===== config.mk =====
export PLATFORM = sky130hd
export DESIGN_NAME = pbank_mapper
export DESIGN_NICKNAME = d
export VERILOG_FILES = /design/src/rtl/pbank_pkg.sv /design/src/rtl/pbank_regs.sv /design/src/rtl/pbank_page_pick.sv /design/src/rtl/pbank_compose.sv /design/src/rtl/pbank_mapper.sv
export SDC_FILE = /design/constraint.sdc
export NUM_CORES = 1
export LEC_CHECK = 0
export ABC_AREA = 1
export ABC_CLOCK_PERIOD_IN_PS = 2300
export CORE_UTILIZATION = 42
export DETAILED_ROUTE_END_ITERATION = 12
export PLACE_DENSITY = 0.82
export SLEW_MARGIN = 20
export SYNTH_ARGS = -nofsm -noshare
export SYNTH_HDL_FRONTEND = slang
export SYNTH_HIERARCHICAL = 1
export SYNTH_SLANG_ARGS = --single-unit
export TNS_END_PERCENT = 10

===== constraint.sdc =====
create_clock -name clk -period 2.3 [get_ports clk]
set_clock_uncertainty 0.2 [all_clocks]
set_input_delay 0.46 -clock clk [delete_from_list [all_inputs] [get_ports clk]]
set_output_delay 0.46 -clock clk [all_outputs]
set_load 0.005 [all_outputs]

===== src/rtl/pbank_pkg.sv =====
package pbank_pkg;

    localparam int CPU_AW        = 16;
    localparam int DATA_W        = 8;
    localparam int BANK_W        = 7;
    localparam int OFFS_W        = 13;
    localparam int RAM_BANK_W    = 3;
    localparam int NUM_PAGE_REGS = 4;
    localparam int SLOT_W        = CPU_AW - 1 - OFFS_W;
    localparam int ROM_AW        = BANK_W + OFFS_W;
    localparam int RAM_AW        = RAM_BANK_W + OFFS_W;
    localparam int IDX_W         = $clog2(NUM_PAGE_REGS);
    localparam int TYPE_BIT      = DATA_W - 1;

    localparam logic [CPU_AW-1:0] ADDR_LAYOUT    = 16'h5100;
    localparam logic [CPU_AW-1:0] ADDR_PAGE_BASE = 16'h5114;

    localparam logic [DATA_W-1:0] PAGE_RST = 8'hFF;
    localparam logic [DATA_W-1:0] TOP_RST  = 8'h7F;

    typedef enum logic [1:0] {
        LAY_ONE32  = 2'b00,
        LAY_TWO16  = 2'b01,
        LAY_MIXED  = 2'b10,
        LAY_FOUR8  = 2'b11
    } layout_e;

    localparam layout_e LAYOUT_RST = LAY_FOUR8;

    typedef enum logic [1:0] {
        SZ_8K  = 2'b00,
        SZ_16K = 2'b01,
        SZ_32K = 2'b10
    } page_size_e;

    typedef struct packed {
        logic [IDX_W-1:0] reg_idx;
        page_size_e       size;
        logic             typed;
    } page_pick_t;

    typedef struct packed {
        logic              to_ram;
        logic [BANK_W-1:0] bank;
    } route_t;

    function automatic logic reg_live(input layout_e lay, input logic [IDX_W-1:0] idx);
        logic live;
        case (idx)
            2'd0:    live = (lay == LAY_FOUR8);
            2'd1:    live = (lay != LAY_ONE32);
            2'd2:    live = (lay == LAY_MIXED) || (lay == LAY_FOUR8);
            default: live = 1'b1;
        endcase
        return live;
    endfunction

    function automatic page_pick_t pick_page(input layout_e lay, input logic [SLOT_W-1:0] slot);
        page_pick_t p;
        p.reg_idx = IDX_W'(NUM_PAGE_REGS - 1);
        p.size    = SZ_8K;
        p.typed   = 1'b0;
        case (lay)
            LAY_ONE32: begin
                p.size = SZ_32K;
            end
            LAY_TWO16: begin
                p.size = SZ_16K;
                if (!slot[1]) begin
                    p.reg_idx = 2'd1;
                    p.typed   = 1'b1;
                end
            end
            LAY_MIXED: begin
                if (!slot[1]) begin
                    p.reg_idx = 2'd1;
                    p.size    = SZ_16K;
                    p.typed   = 1'b1;
                end else if (!slot[0]) begin
                    p.reg_idx = 2'd2;
                    p.typed   = 1'b1;
                end
            end
            default: begin
                p.reg_idx = slot;
                p.typed   = (slot != 2'd3);
            end
        endcase
        return p;
    endfunction

endpackage


===== src/rtl/pbank_regs.sv =====
module pbank_regs
    import pbank_pkg::*;
(
    input  logic                                 clk,
    input  logic                                 rst,
    input  logic                                 wr_en,
    input  logic [CPU_AW-1:0]                    wr_addr,
    input  logic [DATA_W-1:0]                    wr_data,
    output layout_e                              layout_q,
    output logic [NUM_PAGE_REGS-1:0][DATA_W-1:0] page_q
);

    always_ff @(posedge clk) begin
        if (rst) begin
            layout_q <= LAYOUT_RST;
        end else if (wr_en && wr_addr == ADDR_LAYOUT) begin
            layout_q <= layout_e'(wr_data[1:0]);
        end
    end

    for (genvar g = 0; g < NUM_PAGE_REGS; g++) begin : g_page
        localparam logic [CPU_AW-1:0] MY_ADDR = ADDR_PAGE_BASE + CPU_AW'(g);
        localparam logic [DATA_W-1:0] RST_V   = (g == NUM_PAGE_REGS - 1) ? TOP_RST : PAGE_RST;
        localparam logic [IDX_W-1:0]  MY_IDX  = IDX_W'(g);

        logic hit;
        assign hit = wr_en && (wr_addr == MY_ADDR) && reg_live(layout_q, MY_IDX);

        always_ff @(posedge clk) begin
            if (rst) begin
                page_q[g] <= RST_V;
            end else if (hit) begin
                page_q[g] <= wr_data;
            end
        end
    end

endmodule


===== src/rtl/pbank_page_pick.sv =====
module pbank_page_pick
    import pbank_pkg::*;
(
    input  layout_e                              layout_q,
    input  logic [SLOT_W-1:0]                    slot,
    input  logic [NUM_PAGE_REGS-1:0][DATA_W-1:0] page_q,
    output page_pick_t                           pick,
    output logic [DATA_W-1:0]                    reg_val
);

    always_comb begin
        pick    = pick_page(layout_q, slot);
        reg_val = page_q[pick.reg_idx];
    end

endmodule


===== src/rtl/pbank_compose.sv =====
module pbank_compose
    import pbank_pkg::*;
(
    input  page_pick_t          pick,
    input  logic [DATA_W-1:0]   reg_val,
    input  logic [SLOT_W-1:0]   slot,
    input  logic [OFFS_W-1:0]   offset,
    output route_t              route,
    output logic [ROM_AW-1:0]   rom_addr,
    output logic [RAM_AW-1:0]   ram_addr
);

    logic [BANK_W-1:0] raw;

    always_comb begin
        raw = reg_val[BANK_W-1:0];
        case (pick.size)
            SZ_32K:  route.bank = {raw[BANK_W-1:SLOT_W], slot};
            SZ_16K:  route.bank = {raw[BANK_W-1:1], slot[0]};
            default: route.bank = raw;
        endcase
        route.to_ram = pick.typed & ~reg_val[TYPE_BIT];
        rom_addr     = {route.bank, offset};
        ram_addr     = {route.bank[RAM_BANK_W-1:0], offset};
    end

endmodule


===== src/rtl/pbank_mapper.sv =====
module pbank_mapper
    import pbank_pkg::*;
(
    input  logic                 clk,
    input  logic                 rst,
    input  logic                 wr_en,
    input  logic [CPU_AW-1:0]    wr_addr,
    input  logic [DATA_W-1:0]    wr_data,
    input  logic [CPU_AW-1:0]    cpu_addr,
    output logic                 rom_sel,
    output logic                 ram_sel,
    output logic [ROM_AW-1:0]    rom_addr,
    output logic [RAM_AW-1:0]    ram_addr
);

    layout_e                              layout_q;
    logic [NUM_PAGE_REGS-1:0][DATA_W-1:0] page_q;
    page_pick_t                           pick;
    logic [DATA_W-1:0]                    reg_val;
    route_t                               route;
    logic [SLOT_W-1:0]                    slot;
    logic                                 in_window;

    assign slot      = cpu_addr[CPU_AW-2:OFFS_W];
    assign in_window = cpu_addr[CPU_AW-1];

    pbank_regs u_regs (
        .clk      (clk),
        .rst      (rst),
        .wr_en    (wr_en),
        .wr_addr  (wr_addr),
        .wr_data  (wr_data),
        .layout_q (layout_q),
        .page_q   (page_q)
    );

    pbank_page_pick u_pick (
        .layout_q (layout_q),
        .slot     (slot),
        .page_q   (page_q),
        .pick     (pick),
        .reg_val  (reg_val)
    );

    pbank_compose u_compose (
        .pick     (pick),
        .reg_val  (reg_val),
        .slot     (slot),
        .offset   (cpu_addr[OFFS_W-1:0]),
        .route    (route),
        .rom_addr (rom_addr),
        .ram_addr (ram_addr)
    );

    assign rom_sel = in_window & ~route.to_ram;
    assign ram_sel = in_window &  route.to_ram;

endmodule


==> results.cfg <==
[placement]
dp.final_hpwl_mm = 3.88
place_congestion = 0.784
preCtsSetupSlack_ps = -665
port_buffers = 41

[power_and_ir_drop]
power.share.combinational = 0.149
switching_share = 0.239
seqPwrFrac = 0.485
vdd_ir_drop_max_mv = 0.180
powerDensity_nw_per_um2 = 420
clock_power_share = 0.365
leakage_nw = 1.61
p_int_mw = 0.923
p_switching_mw = 0.290

[setup_path]
cp.required_ps = 1640
cp-start-kind = register
critPathKind = register to output pin
cp-end-kind = output pin
worst-path-max-fanout = 10
cp.arrival_ps = 1580

[timing]
rsz0062_at_grt = yes
tightest_slew_ps = 387
fin_ws_ps = 61.6
finalHoldViolCount = 0
drv_slew = 0
max_freq_ghz = 0.447
finalCriticalPeriod_ps = 2240
timing.final.crit_share = 0.973
setup_tns_ps = 0
setup_viol = 0
relSlewSlack = 0.741

[final_layout]
finish.utilization = 0.551
fill_cells = 507
antenna_cells = 0
synthToLayoutAreaGrowth_pct = 22.8
final-seq-area_um2 = 683
multi_input_area_um2 = 1160
finalNetCount = 437
drive_above_1_share = 0.191

[global_route]
antenna_found_initial = 0
grt_start_max_net_pins = 32
grt_remaining_overflow = 0
grt_pass1_vias = 2017
grt_pass1_wl_mm = 8.97
track_usage = 0.186

[yosys]
netlist_area_um2 = 2350
synth_cells = 360
yosysWarnings = 6
syn-mean-instance-area_um2 = 6.53
synth_nets = 405

[die]
ios = 81
die_w_um = 76.8
core_um2 = 5240
die-area_um2 = 5900
core.rowCount = 26
fp.dieH_um = 76.8
start_util = 0.449

[clock_network]
h-tree-depth = 2
cts_buffer_depth = 2
hold_buffers = 0
cts_tree = done
cts_inserted_buffers = 5
cts-root-buf = clkbuf_8
cts.clk_slew.worst_paths_ps = 60
clkSinkCount = 34
clock_latency_ps = 280

[drt]
drcViolationCount = 0
avgViaCountPerCell = 4.88
dr.pass1.iters = 5
via_count = 2259
wl_per_cell_um = 11.5
drt_wl_total_mm = 5.32
postRouteAntennaNets = 0
drt_iter0_drc = 142

[hold_path]
hold_path.class = register to register

[status]
status = completed

[run]
cap_violations = 0
## through the flow
| step | instances | total power, mW | instance area, um^2 | hold slack, ps |
|---|---|---|---|---|
| after floorplan | 360 | 0.720 | 2360 | 229 |
| final | 463 | 1.21 | 2890 | 262 |
| after CTS | 459 | 1.21 | 2850 | 262 |
| after detailed placement | 449 | 0.784 | 2710 | 246 |
| after global routing | 463 | 1.26 | 2890 | 291 |
| after global placement | 449 | 0.781 | 2710 | 238 |
## placed cells by master (no fill, tap or decap), drive strengths merged
cell	count
a21oi	1
buf	29
clkbuf	13
clkdlybuf4s15	3
clkdlybuf4s50	27
clkinv	2
dfxtp	34
dlygate4sd2	3
ha	2
inv	62
nand2	81
nand3	106
nand3b	1
nand4	2
nor2	24
o21ai	3
## path summary, 6_finish.rpt
path                             to  cells past startpoint          startpoint  slack, ps
hold reg to reg   u_regs/page_q[17]                      2   u_regs/page_q[17]        260
setup reg to reg  u_regs/page_q[16]                      9  u_regs/layout_q[1]        710
setup / recovery       ram_addr[15]                      9  u_regs/layout_q[1]         60
hold / removal    u_regs/page_q[17]                      2   u_regs/page_q[17]        260
## layer usage
layer	GRT usage	part of all wire	vias up
met5	0	0	-
met4	0.0712	0.019	0
met3	0.0321	0.070	9
met2	0.314	0.48	97
met1	0.234	0.43	994
li1	-	-	1159
## timing repair
item / in CTS / in global routing
endpoints found under the setup margin: 12 / 12
cloned: 0 / 0
pin swaps: 6 / 8
setup buffers: 2 / 4
gates resized for setup: 34 / 22
## final cells by class
cell class | count | share of cell area
multi-input cells | 220 | 0.402
well taps | 70 | 0.0303
clock buffers | 7 | 0.0299
inverters | 63 | 0.0819
clock inverters | 1 | 0.00173
repair buffers | 68 | 0.218
flip-flops and latches | 34 | 0.237
## power by group through the flow
stage                     combinational (mW)  clock, mW  sequential [mW]
after floorplan                        0.118          0            0.602
after global placement                 0.179          0            0.602
after detailed placement               0.182          0            0.602
after CTS                              0.178      0.448            0.589
after global routing                   0.197      0.476            0.588
final                                  0.181      0.443            0.589
## registers in the layout (all words and copies together) (netlist names)
name and count:
u_regs/layout_q 2, u_regs/page_q 32
## worst max-delay path: stages, from the launching register on
cell and delay (ps):
dfxtp_2 340, buf_6 100, inv_2 60, nor2_8 150, nand2_8 80, buf_6 140
nand2_1 50, nand3_1 70, nand2_1 80, dlygate4sd2_1 230
(Power assumes the default switching activity.)
